File: src/rtl/cdet_pkg.sv
package cdet_pkg;

  typedef enum logic {
    SW_NORM_OPEN   = 1'b0,
    SW_NORM_CLOSED = 1'b1
  } sw_kind_e;

  localparam int unsigned DEF_FILTER_TICKS = 100;
  localparam int unsigned DEF_SYNC_STAGES  = 2;

endpackage

File: src/rtl/cdet_sync.sv
module cdet_sync #(
  parameter int unsigned STAGES  = 2,
  parameter logic        RST_VAL = 1'b1
) (
  input  logic clk_i,
  input  logic rst_i,
  input  logic d_i,
  output logic q_o
);

  logic [STAGES-1:0] stage_q;

  generate
    if (STAGES == 1) begin : g_single
      always_ff @(posedge clk_i) begin
        if (rst_i) stage_q <= RST_VAL;
        else       stage_q <= d_i;
      end
    end else begin : g_chain
      always_ff @(posedge clk_i) begin
        if (rst_i) stage_q <= {STAGES{RST_VAL}};
        else       stage_q <= {stage_q[STAGES-2:0], d_i};
      end
    end
  endgenerate

  assign q_o = stage_q[STAGES-1];

endmodule

File: src/rtl/cdet_filter.sv
module cdet_filter #(
  parameter int unsigned LIMIT     = 100,
  parameter logic        RST_LEVEL = 1'b1
) (
  input  logic clk_i,
  input  logic rst_i,
  input  logic tick_i,
  input  logic level_i,
  output logic level_o,
  output logic accept_o
);

  localparam int unsigned CW   = (LIMIT > 1) ? $clog2(LIMIT) : 1;
  localparam logic [CW-1:0] LAST = CW'(LIMIT - 1);

  logic [CW-1:0] run_q;
  logic          lvl_q;
  logic          acc_q;
  logic          differs;

  assign differs = (level_i != lvl_q);

  always_ff @(posedge clk_i) begin
    if (rst_i) begin
      run_q <= '0;
      lvl_q <= RST_LEVEL;
      acc_q <= 1'b0;
    end else begin
      acc_q <= 1'b0;
      if (!differs) begin
        run_q <= '0;
      end else if (tick_i) begin
        if (run_q == LAST) begin
          lvl_q <= level_i;
          run_q <= '0;
          acc_q <= 1'b1;
        end else begin
          run_q <= run_q + 1'b1;
        end
      end
    end
  end

  assign level_o  = lvl_q;
  assign accept_o = acc_q;

  AST_RUN_BELOW_LIMIT: assert property (@(posedge clk_i) disable iff (rst_i)
    run_q <= LAST);

  AST_ACCEPT_FULL_RUN: assert property (@(posedge clk_i) disable iff (rst_i)
    acc_q |-> ($past(run_q) == LAST && $past(tick_i)));

  AST_LEVEL_MOVES_ONLY_ON_ACCEPT: assert property (@(posedge clk_i) disable iff (rst_i)
    (lvl_q != $past(lvl_q)) |-> acc_q);

endmodule

File: src/rtl/cdet_irq.sv
module cdet_irq (
  input  logic clk_i,
  input  logic rst_i,
  input  logic evt_i,
  input  logic ovl_i,
  input  logic cs_n_i,
  input  logic pwr_on_i,
  output logic irq_n_o
);

  logic cs_d_q;
  logic pwr_d_q;
  logic ovl_d_q;
  logic irq_n_q;
  logic raise_w;
  logic release_w;

  assign raise_w   = evt_i | (ovl_i & ~ovl_d_q);
  assign release_w = (cs_n_i & ~cs_d_q) | (pwr_on_i & ~pwr_d_q & ~cs_n_i);

  always_ff @(posedge clk_i) begin
    if (rst_i) begin
      cs_d_q  <= 1'b1;
      pwr_d_q <= 1'b0;
      ovl_d_q <= 1'b0;
      irq_n_q <= 1'b1;
    end else begin
      cs_d_q  <= cs_n_i;
      pwr_d_q <= pwr_on_i;
      ovl_d_q <= ovl_i;
      if (raise_w)        irq_n_q <= 1'b0;
      else if (release_w) irq_n_q <= 1'b1;
    end
  end

  assign irq_n_o = irq_n_q;

  AST_EVENT_PULLS_LOW: assert property (@(posedge clk_i) disable iff (rst_i)
    evt_i |=> !irq_n_o);

  AST_OVERLOAD_EDGE_LOW: assert property (@(posedge clk_i) disable iff (rst_i)
    (ovl_i && !ovl_d_q) |=> !irq_n_o);

  AST_CS_RISE_RELEASES: assert property (@(posedge clk_i) disable iff (rst_i)
    (cs_n_i && !cs_d_q && !evt_i && !(ovl_i && !ovl_d_q)) |=> irq_n_o);

  AST_PWR_RISE_RELEASES: assert property (@(posedge clk_i) disable iff (rst_i)
    (pwr_on_i && !pwr_d_q && !cs_n_i && !evt_i && !(ovl_i && !ovl_d_q)) |=> irq_n_o);

  AST_PWR_IGNORED_DESELECTED: assert property (@(posedge clk_i) disable iff (rst_i)
    (!irq_n_o && cs_n_i && cs_d_q) |=> !irq_n_o);

  AST_RAISE_BEATS_RELEASE: assert property (@(posedge clk_i) disable iff (rst_i)
    (evt_i && cs_n_i && !cs_d_q) |=> !irq_n_o);

endmodule

File: src/rtl/cdet_irq_top.sv
module cdet_irq_top
  import cdet_pkg::*;
#(
  parameter int unsigned FILTER_TICKS = DEF_FILTER_TICKS,
  parameter int unsigned SYNC_STAGES  = DEF_SYNC_STAGES,
  parameter logic        IDLE_LEVEL   = 1'b1
) (
  input  logic clk_i,
  input  logic rst_i,
  input  logic tick_us_i,
  input  logic det_pin_i,
  input  logic pol_closed_i,
  input  logic vcc_ovl_i,
  input  logic cs_n_i,
  input  logic pwr_on_i,
  output logic card_present_o,
  output logic irq_n_o
);

  logic     det_sync;
  logic     det_level;
  logic     det_accept;
  sw_kind_e sw_kind;
  logic     present_q;

  assign sw_kind = sw_kind_e'(pol_closed_i);

  cdet_sync #(
    .STAGES  (SYNC_STAGES),
    .RST_VAL (IDLE_LEVEL)
  ) u_sync (
    .clk_i (clk_i),
    .rst_i (rst_i),
    .d_i   (det_pin_i),
    .q_o   (det_sync)
  );

  cdet_filter #(
    .LIMIT     (FILTER_TICKS),
    .RST_LEVEL (IDLE_LEVEL)
  ) u_filter (
    .clk_i    (clk_i),
    .rst_i    (rst_i),
    .tick_i   (tick_us_i),
    .level_i  (det_sync),
    .level_o  (det_level),
    .accept_o (det_accept)
  );

  cdet_irq u_irq (
    .clk_i    (clk_i),
    .rst_i    (rst_i),
    .evt_i    (det_accept),
    .ovl_i    (vcc_ovl_i),
    .cs_n_i   (cs_n_i),
    .pwr_on_i (pwr_on_i),
    .irq_n_o  (irq_n_o)
  );

  always_ff @(posedge clk_i) begin
    if (rst_i) present_q <= 1'b0;
    else       present_q <= (sw_kind == SW_NORM_CLOSED) ? det_level : ~det_level;
  end

  assign card_present_o = present_q;

  AST_POLARITY_ALONE_QUIET: assert property (@(posedge clk_i) disable iff (rst_i)
    (irq_n_o && !det_accept && !vcc_ovl_i) |=> irq_n_o);

endmodule

File: config.mk
export PLATFORM = sky130hd
export DESIGN_NAME = cdet_irq_top
export DESIGN_NICKNAME = d
export VERILOG_FILES = /design/src/rtl/cdet_pkg.sv /design/src/rtl/cdet_sync.sv /design/src/rtl/cdet_filter.sv /design/src/rtl/cdet_irq.sv /design/src/rtl/cdet_irq_top.sv
export SDC_FILE = /design/constraint.sdc
export NUM_CORES = 1
export LEC_CHECK = 0
export ABC_AREA = 1
export BUFFER_PORTS_ARGS = -buffer_cell sky130_fd_sc_hd__buf_2
export CAP_MARGIN = 20
export CELL_PAD_IN_SITES_DETAIL_PLACEMENT = 1
export CELL_PAD_IN_SITES_GLOBAL_PLACEMENT = 2
export CORE_UTILIZATION = 32
export DETAILED_ROUTE_END_ITERATION = 7
export HOLD_SLACK_MARGIN = 0.05
export PLACE_DENSITY_LB_ADDON = 0.1
export SKIP_LAST_GASP = 1
export SYNTH_ARGS = -nofsm -noshare
export SYNTH_HDL_FRONTEND = slang
export SYNTH_HIERARCHICAL = 1
export SYNTH_SLANG_ARGS = --single-unit
export TNS_END_PERCENT = 1
File: constraint.sdc
create_clock -name clk_i -period 3.4 [get_ports clk_i]
set_input_delay 0.34 -clock clk_i [delete_from_list [all_inputs] [get_ports clk_i]]
set_output_delay 0.34 -clock clk_i [all_outputs]
set_load 0.01 [all_outputs]
After elaboration in Yosys (flattened, before gate mapping) --
Index checks and enable logic that the tools add are counted. Widths: inputs -> output; s select.
Storage, ports and cells: register bits 16, word-level logic and storage cells 34, bits of input ports 8, output and inout bits 2
Cells by class: muxes and demuxes 5, bitwise logic cells 13, reduce and logical (&&, ||, !) cells 4, $add $sub $neg 1, equal/unequal tests 2
Operators with widths (count):
- $add 7x1->7 const B | 1
- $eq 7x7->1 const B | 1
- $mux 7 | 1
- $not 1->1 | 7
- $and 1x1->1 | 4
- $mux 1 | 4
- $reduce_and 3->1 | 1
- $reduce_or 3->1 | 1
- $or 1x1->1 | 2
- $reduce_bool 2->1 | 1
- $reduce_or 2->1 | 1
- $ne 1x1->1 | 1

Longest topological paths before layout --
Gate-level depths: netlist of run 1.
depth in word-level cells 6, mapped depth 7

Modules after synthesis --
Netlist of run 1, hierarchy kept.
By module, submodules not included:
- cdet_filter | cells an instance 60, area each 465.4 um^2, sequential area each 180.2 um^2, instances 1
- cdet_irq | cells an instance 20, area each 143.9 um^2, sequential area each 80.1 um^2, instances 1
- cdet_sync | cells an instance 7, area each 58.8 um^2, sequential area each 40.0 um^2, instances 1
- cdet_irq_top | cells an instance 7, area each 42.5 um^2, sequential area each 20.0 um^2, instances 1

Worst setup path after synthesis of run 1 --
Ideal clock, no wire load.
path kind reg2reg, start point reg u_filter.run_q[0], end point reg u_filter.run_q[1], stages on the path, launching flop included 6, arrival 0.943 ns, path slack 2.341 ns, buffers on the path 0, cell sequence dfxtp_1 > ha_1 > and3_4 > nand2_2 > nand2_4 > nor2_1
On the way: longest elaborated chain between the ends 2, elaborated cells between the ends (all ways) 3, those cells by class add/sub (1); eq/ne (1); mux (1)
RTL lines:
- start: declaration | line cdet_filter.sv:16 | logic [CW-1:0] run_q;
- start signal: assignment | line cdet_filter.sv:38 | run_q <= run_q + 1'b1;
- $add 7x1->7 or $eq 7x7->1 (tied branches) | line cdet_filter.sv:38, cdet_filter.sv:33
- $mux 7 * | line cdet_filter.sv:33 | if (run_q == LAST) begin
Every way passes the cells marked *; elsewhere a longest branch is shown, timed or not. A chain may end at the register's enable or synchronous reset.

Final worst setup path of run 1 --
start point reg u_filter.run_q[0], end point reg u_filter.run_q[6]
Same word-level chain as after synthesis.

==> results by group, run 1 <==
Critical path
  – FF-to-FF End: u_filter/run_q[6]
  – Worst Setup Path Type: flop to flop
  – Worst reg-to-reg setup slack: 2230 ps
  – Worst path required time: 3580 ps
  – Crit end category: flop
  – R2R depth: 6
  – Critical R2R Launch: u_filter/run_q[0]
  – Worst setup SP type: flop
  – Max Fanout on Critical Path: 4
  – CP Data Arrival Time: 1350 ps

Hold path
  – Min-delay worst type: input port to flop
  – Worst hold start: det_pin_i
  – Hold path depth: 3
  – Worst Hold End: u_sync/stage_q[0]

Global routing
  – Total GRT Usage: 0.1243
  – Antenna violations before repair: 0
  – First-pass GRT wire length: 2.277 mm
  – Largest net degree at the start of global routing: 10
  – GRT overflow: 0
  – Vias in the first global route: 560

Synth
  – Seq/Total Area, Yosys: 0.4507
  – Warnings from Yosys: 6
  – Yosys cell types: 19
  – Yosys reg bits: 16
  – Avg Cell Area, Syn: 7.560 um2
  – Syn Nets: 103
  – Area of the mapped netlist: 710.7 um2
  – Post-Syn Instances: 94

Finish
  – Area Overhead vs Synth: 15.14%
  – Share of layout cells above drive strength 1: 0.2453
  – Final antenna diode count: 0
  – Final cell count without fillers: 133
  – Commonest non-fill, non-tap cell in the layout: nand2_1
  – Final net count: 116
  – Commonest non-fill, non-tap cells in the layout: nand2_1, inv_1, dfxtp_1

Clocking
  – Worst-Skew Late Latency: 280 ps
  – CTS max path bufs: 2
  – Htree depth: 1
  – Inserted Clock Buffers: 3
  – Clk sink count: 16
  – Clk slew on worst S/H paths: 100 ps
  – CTS tree: yes
  – Post-CTS Setup Bufs: 0
  – Cts hold-fix bufs: 0
  – Clock root cell: clkbuf_4
  – Gates resized, CTS repair: 0

Timing
  – Worst Tran Pin Value: 240.2 ps
  – RSZ-0062 raised after global routing: no
  – Slew headroom: 0.8393
  – Final period utilization: 0.3436
  – Max Fclk: 856.0 MHz
  – Final hold vios: 0
  – Post-route minimum period: 1168 ps
  – Endpoints failing setup: 0
  – Layout Skew: 8.938 ps
  – Slew Viols, Final: 0
  – Setup TNS: 0 ps

Power
  – Leak pwr: 0.0003841 uW
  – Internal: 265.4 uW
  – P_sw: 70.26 uW
  – Final Power: 335.7 uW
  – P per Cell Area: 410.3 mW/mm2
  – Power share of the combinational group: 0.061
  – Sequential share of power: 0.577
  – Clock share of power: 0.362
  – Peak VDD IR: 215.6 uV
  – Sw frac: 0.2093

Floorplanning
  – Die height: 49.13 um
  – # IOs: 10
  – Initial core utilization: 0.3515
  – Die Span X: 49.13 um
  – Row count: 16
  – Die footprint: 0.002413 mm2
  – Core area: 0.002022 mm2

Route
  – Total wire length: 1.236 mm
  – Residual DRC: 0
  – DRT iter0 DRCs: 1
  – Routed len/inst: 9.293 um
  – Via density: 4.256
  – 1st-pass router iterations: 2
  – Vias: 566
  – DRT antenna net count: 0

Placement
  – Gp weighted congestion: 0.7405
  – Dpl cells: 129
  – HPWL after detailed placement: 981.5 um
  – PortBufs: 9

Outcome
  – Status: complete, no violations

Run
  – Max Cap Viol: 0
cell type report:
class	count	area, um2
fillers	262	1204
flip-flops and latches	16	320.3
multi-input cells	59	315.3
inverters	18	67.56
repair buffers	9	45.04
clock buffers	4	36.28
well taps	27	33.78
kinds of logic after synthesis:
kind of cell	synth area share
AO/OA/AOI/OAI	0.02816
XOR/XNOR	0.01233
adder cells (fa/ha/maj)	0.01760
buffers and inverters	0.1056
flip-flops	0.4507
multiplexers	0.01409
AND/OR/NAND/NOR	0.3715
worst max-delay path, stage by stage, from the launching register on:
cell and delay, ps:
dfxtp_1 380, ha_1 220, nand3_1 110, nor2_1 140
nand4_1 90, nand2_1 90, nor2_2 30
registers in the layout (all words and copies together) (netlist names):
register and flops:
u_irq/pwr_d_q 1, u_filter/level_o 1, u_irq/cs_d_q 1, u_filter/run_q 7, u_sync/stage_q 2, u_filter/accept_o 1
u_irq/ovl_d_q 1, card_present_o 1, u_irq/irq_n_o 1
routing by layer:
metal | GRT usage | share of wire | vias to the layer above
met1 | 0.1568 | 0.50 | 252
li1 | - | - | 307
met2 | 0.1986 | 0.46 | 5
met4 | 0.05882 | 0.017 | 0
met3 | 0.02804 | 0.026 | 2
met5 | 0 | 0 | -
worst max-delay path by stage:
stage                     cells past startpoint                 to  slack, ps              start
after detailed placement                      6  u_filter/run_q[4]       2230              rst_i
after floorplan                               5  u_filter/run_q[1]       2340  u_filter/run_q[0]
after global routing                          6  u_filter/run_q[6]       2090  u_filter/run_q[0]
after global placement                        5  u_filter/run_q[1]       2260  u_filter/run_q[0]
after CTS                                     6  u_filter/run_q[6]       2220  u_filter/run_q[0]
final                                         6  u_filter/run_q[6]       2230  u_filter/run_q[0]
power groups by stage:
stage          combinational [uW]  sequential (uW)  clock, uW
5_1_grt                      24.0              194        138
4_1_cts                      21.0              194        130
3_3_place_gp                 20.2              198          0
3_5_place_dp                 20.9              198          0
2_1_floorplan                12.2              199          0
6_report                     20.4              194        122
cell usage after synthesis:
master	instances	area, um2
nand2_1	20	75.07
inv_1	17	63.81
dfxtp_1	16	320.3
nor2_1	13	48.80
nand3_1	4	20.02
nor2_2	4	25.02
a21oi_1	3	15.01
nand4_1	3	18.77
nor3_2	3	30.03
nand2_2	2	12.51
and3_4	1	11.26
buf_4	1	7.510
ha_1	1	12.51
inv_2	1	3.750
mux2i_1	1	10.01
nand2_4	1	11.26
nor2_4	1	11.26
o21ai_0	1	5.000
xor2_1	1	8.760
stage by stage:
stage | hold slack, ps | utilization | setup WS [ps] | instance area [um2]
after floorplan | 386.5 | - | 2341 | 710.7
after global placement | 393.6 | 0.3868 | 2262 | 782.0
after detailed placement | 405.0 | 0.3868 | 2227 | 782.0
after CTS | 233.1 | 0.4047 | 2222 | 818.3
after global routing | 225.6 | 0.4047 | 2087 | 818.3
final | 241.3 | 0.4047 | 2232 | 818.3
Power figures use the tool's default switching activity.
==> run 2: changes to the inputs <==
--- a/config.mk
+++ b/config.mk
@@ -10,7 +10,7 @@
 export CAP_MARGIN = 20
 export CELL_PAD_IN_SITES_DETAIL_PLACEMENT = 1
 export CELL_PAD_IN_SITES_GLOBAL_PLACEMENT = 2
-export CORE_UTILIZATION = 32
+export CORE_UTILIZATION = 30
 export DETAILED_ROUTE_END_ITERATION = 7
 export HOLD_SLACK_MARGIN = 0.05
 export PLACE_DENSITY_LB_ADDON = 0.1
==> constraint.sdc (replaced) <==
create_clock -name clk_i -period 1.22 [get_ports clk_i]
set_input_delay 0.122 -clock clk_i [delete_from_list [all_inputs] [get_ports clk_i]]
set_output_delay 0.122 -clock clk_i [all_outputs]
set_load 0.01 [all_outputs]
==> results by group, run 2 (synthesis results as in run 1) <==
Route
  – Vias: 618
  – Via density: 4.446
  – Routed len/inst: 10.20 um
  – DRT iter0 DRCs: 3
  – DRT antenna net count: 0
  – Total wire length: 1.418 mm
  – Residual DRC: 0
  – 1st-pass router iterations: 4

Finish
  – Largest registers: u_filter/run_q x7, u_sync/stage_q x2
  – Final cell count without fillers: 139
  – Commonest non-fill, non-tap cell in the layout: nand2_1
  – Area Overhead vs Synth: 23.24%
  – Max FFs per register: 7
  – Commonest non-fill, non-tap cells in the layout: nand2_1, inv_1, dfxtp_1
  – Core Util, Final: 0.3959
  – Share of layout cells above drive strength 1: 0.2793
  – Final antenna diode count: 0
  – Reg with most FFs: u_filter/run_q
  – Post-route cell area: 875.8 um2
  – Final net count: 121

Outcome
  – Status: complete, no violations

Floorplanning
  – Initial core utilization: 0.3213
  – Die height: 50.67 um
  – # IOs: 10
  – Row count: 17
  – Die footprint: 0.002567 mm2
  – Die Span X: 50.67 um
  – Core area: 0.002212 mm2

Placement
  – Gp weighted congestion: 0.7361
  – HPWL after detailed placement: 1.096 mm
  – Dpl cells: 132
  – Setup WS pre-CTS: 78.47 ps
  – Area after DPL: 798.3 um2
  – PortBufs: 9

Power
  – P per Cell Area: 1091 mW/mm2
  – Sequential share of power: 0.565
  – Clock share of power: 0.366
  – Leak pwr: 0.0004051 uW
  – P_sw: 208.3 uW
  – Sw frac: 0.2179
  – Internal: 747.4 uW
  – Peak VDD IR: 629.0 uV
  – Power share of the combinational group: 0.068

Hold path
  – Min-delay worst type: input port to flop
  – Hold path depth: 3

Critical path
  – CP Data Arrival Time: 1340 ps
  – Crit end category: flop
  – Max Fanout on Critical Path: 4
  – Worst Setup Path Type: flop to flop
  – Worst path required time: 1450 ps
  – Worst setup SP type: flop
  – R2R depth: 7

Clocking
  – Worst-Skew Late Latency: 280 ps
  – Post-CTS Setup Bufs: 0
  – Inserted Clock Buffers: 3
  – Htree depth: 1
  – Clk sink count: 16
  – CTS max path bufs: 2
  – CTS tree: yes
  – Clock root cell: clkbuf_4
  – Clk slew on worst S/H paths: 90 ps

Timing
  – Worst Tran Pin Value: 256.0 ps
  – Slew Viols, Final: 0
  – Post-route setup slack: 114.3 ps
  – Endpoints failing setup: 0
  – RSZ-0062 raised after global routing: no
  – Slew headroom: 0.8287
  – Setup TNS: 0 ps
  – Post-route minimum period: 1106 ps
  – Final period utilization: 0.9063
  – Layout Skew: 1.730 ps
  – Final hold vios: 0
  – Max Fclk: 904.4 MHz

Global routing
  – Total GRT Usage: 0.1452
  – Vias in the first global route: 663
  – First-pass GRT wire length: 2.711 mm
  – Antenna violations before repair: 0
  – GRT overflow: 0
  – Largest net degree at the start of global routing: 10

Run
  – Max Cap Viol: 0
run 2: timing repair:
item | in CTS | in global routing
hold endpoints to repair | 3 | 0
hold buffers | 3 | 0
gates resized for setup | 0 | 4
setup endpoints to repair | 0 | 2
run 2: layout make-up:
| cell class | instances | area (um2) |
|---|---|---|
| repair buffers | 14 | 90.09 |
| well taps | 28 | 35.03 |
| inverters | 18 | 67.56 |
| flip-flops and latches | 16 | 321.6 |
| fillers | 289 | 1336 |
| multi-input cells | 59 | 325.3 |
| clock buffers | 4 | 36.28 |
run 2: power groups by stage:
stage	sequential [uW]	clock, uW	combinational (uW)
CTS	541	373	66.9
floorplan	554	0	34.1
detailed placement	553	0	59.3
global placement	552	0	58.1
global route	543	401	75.9
finish	540	350	65.4
run 2: final timing paths:
kind                                   startpoint                end  slack (ps)
worst max-delay path            u_filter/run_q[0]  u_filter/run_q[6]         110
worst max register to register  u_filter/run_q[0]  u_filter/run_q[6]         110
worst min-delay path                     pwr_on_i      u_irq/pwr_d_q          60
worst min register to register  u_sync/stage_q[0]  u_sync/stage_q[1]         440
run 2: per-layer routing:
| metal | GRT usage | vias up | routed length (um) |
|---|---|---|---|
| met4 | 0.04167 | 0 | 14 |
| met5 | 0 | - | 0 |
| met1 | 0.1447 | 284 | 604 |
| li1 | - | 321 | - |
| met2 | 0.2689 | 11 | 736 |
| met3 | 0.06364 | 2 | 62 |
run 2: stage by stage:
stage	hold WS [ps]	power [uW]
2_1_floorplan	194.4	588.2
3_3_place_gp	299.3	610.1
3_5_place_dp	309.0	611.9
4_1_cts	63.60	981.1
5_1_grt	55.79	1019
6_report	63.01	955.7
run 2: worst max-delay path, cell delays in order (launching register included):
cell and delay [ps]:
dfxtp_1 350, ha_2 200, nand2_1 100, nor2_4 120, nand4_1 80, nand2_1 70
nand2_1 50, nor2_2 70
==> run 3: changes to the inputs <==
--- a/config.mk
+++ b/config.mk
@@ -14,6 +14,7 @@
 export DETAILED_ROUTE_END_ITERATION = 7
 export HOLD_SLACK_MARGIN = 0.05
 export PLACE_DENSITY_LB_ADDON = 0.1
+export RECOVER_POWER = 50
 export SKIP_LAST_GASP = 1
 export SYNTH_ARGS = -nofsm -noshare
 export SYNTH_HDL_FRONTEND = slang
==> results by group, run 3 (synthesis results as in run 1) <==
Outcome
  – Status: complete, no violations

Placement
  – HPWL after detailed placement: 1.096 mm
  – PortBufs: 9
  – Gp weighted congestion: 0.7361
  – Area after DPL: 798.3 um2
  – Setup WS pre-CTS: 78.47 ps

Finish
  – Max FFs per register: 7
  – Final antenna diode count: 0
  – Commonest non-fill, non-tap cells in the layout: nand2_1, inv_1, dfxtp_1
  – Largest registers: u_filter/run_q x7, u_sync/stage_q x2
  – Fillcell total: 289
  – FF+latch area: 321.6 um2
  – Share of layout cells above drive strength 1: 0.2703
  – Commonest non-fill, non-tap cell in the layout: nand2_1
  – Post-route cell area: 874.6 um2
  – Area Overhead vs Synth: 23.06%
  – Final net count: 121
  – Multi-input logic area: 325.3 um2
  – Reg with most FFs: u_filter/run_q

Clocking
  – Clk slew on worst S/H paths: 90 ps
  – Clk sink count: 16
  – Worst-Skew Late Latency: 280 ps
  – CTS tree: yes
  – Post-CTS Setup Bufs: 0
  – Inserted Clock Buffers: 3
  – Htree depth: 1
  – Clock root cell: clkbuf_4
  – CTS max path bufs: 2

Floorplanning
  – Die Span X: 50.67 um
  – Initial core utilization: 0.3213
  – Row count: 17
  – Die footprint: 0.002567 mm2
  – Die height: 50.67 um
  – Core area: 0.002212 mm2
  – # IOs: 10

Power
  – P per Cell Area: 1092 mW/mm2
  – Peak VDD IR: 629.0 uV
  – Leak pwr: 0.0004015 uW

Timing
  – Final period utilization: 0.9063
  – Worst Tran Pin Value: 256.0 ps
  – Slew Viols, Final: 0
  – Post-route setup slack: 114.3 ps
  – Max Fclk: 904.4 MHz
  – Endpoints failing setup: 0
  – RSZ-0062 raised after global routing: no
  – Post-route minimum period: 1106 ps
  – Slew headroom: 0.8287
  – Final hold vios: 0
  – Setup TNS: 0 ps
  – Layout Skew: 1.730 ps

Global routing
  – Vias in the first global route: 663
  – Total GRT Usage: 0.1452
  – First-pass GRT wire length: 2.711 mm
  – Largest net degree at the start of global routing: 10
  – Antenna violations before repair: 0
  – GRT overflow: 0

Run
  – Max Cap Viol: 0

Critical path
  – CP Data Arrival Time: 1340 ps
  – Critical R2R Launch: u_filter/run_q[0]
  – Slowest CP cell: dfxtp_1
  – Max Fanout on Critical Path: 4
  – Crit path from: u_filter/run_q[0]
  – Worst path required time: 1450 ps
  – Crit end category: flop
  – Worst setup SP type: flop
  – Critical path, cell by cell: ha_2 -> nand2_1 -> nor2_4 -> nand4_1 -> nand2_1 -> nand2_1 -> nor2_2
  – Most frequent cell on the critical path: nand2_1
  – Worst Setup Path Type: flop to flop
  – Largest stage delay, worst path: 350 ps

Route
  – Vias: 618
  – DRT iter0 DRCs: 3
  – DRT antenna net count: 0
  – Routed len/inst: 10.22 um
  – 1st-pass router iterations: 4
  – Via density: 4.446
  – Total wire length: 1.420 mm
  – Residual DRC: 0

Hold path
  – Min-delay worst type: input port to flop
  – Worst hold start: pwr_on_i
[run 3: cell types whose count changed in the layout (fill, tap and decap cells not counted)]
| cell | before | now |
|---|---|---|
| buf_2 | 9 | 8 |
| clkbuf_1 | 0 | 1 |
[run 3: worst max-delay path: cells and delay by family, from the launching register on]
family | cells | cell delay [ps]
simple gates | 6 | 490
flops | 1 | 350
fa+ha+maj | 1 | 200
[run 3: through the flow]
stage                     total power, uW  std cells  hold WS (ps)  utilization
after floorplan                     588.2         94         194.4            -
after CTS                           981.1        139         63.60       0.3908
final                               955.3        139         63.01       0.3954
after detailed placement            611.9        132         309.0       0.3609
after global routing                 1019        139         55.79       0.3954
after global placement              610.1        132         299.3       0.3609
[run 3: repair_timing]
| item | in CTS | in global routing |
|---|---|---|
| endpoints found under the setup margin | 0 | 2 |
| hold buffers | 3 | 0 |
| hold endpoints to repair | 3 | 0 |
| resized for setup | 0 | 4 |
[run 3: worst paths after layout]
kind | to | slack [ps] | depth (start not counted)
max reg2reg | u_filter/run_q[6] | 110 | 7
max | u_filter/run_q[6] | 110 | 7
min | u_irq/pwr_d_q | 60 | 3
min reg2reg | u_sync/stage_q[1] | 440 | 2
[run 3: routing by layer]
layer / vias up / global-route usage / share of wire
met2: 11 / 0.2689 / 0.52
li1: 321 / - / -
met5: - / 0 / 0
met4: 0 / 0.04167 / 0.0099
met1: 284 / 0.1447 / 0.43
met3: 2 / 0.06364 / 0.043
[run 3: power by group]
part / internal [uW] / total (uW) / switching [uW] / leakage (uW)
clock network: 182 / 350 / 168 / 0.0000210
registers: 535 / 540 / 5.15 / 0.000131
logic: 30.0 / 64.9 / 34.9 / 0.000249
[run 3: area by class of cell]
cell class | count | area share
multi-input cells | 59 | 0.3720
well taps | 28 | 0.04006
flip-flops and latches | 16 | 0.3677
inverters | 18 | 0.07725
clock buffers | 4 | 0.04149
repair buffers | 14 | 0.1016
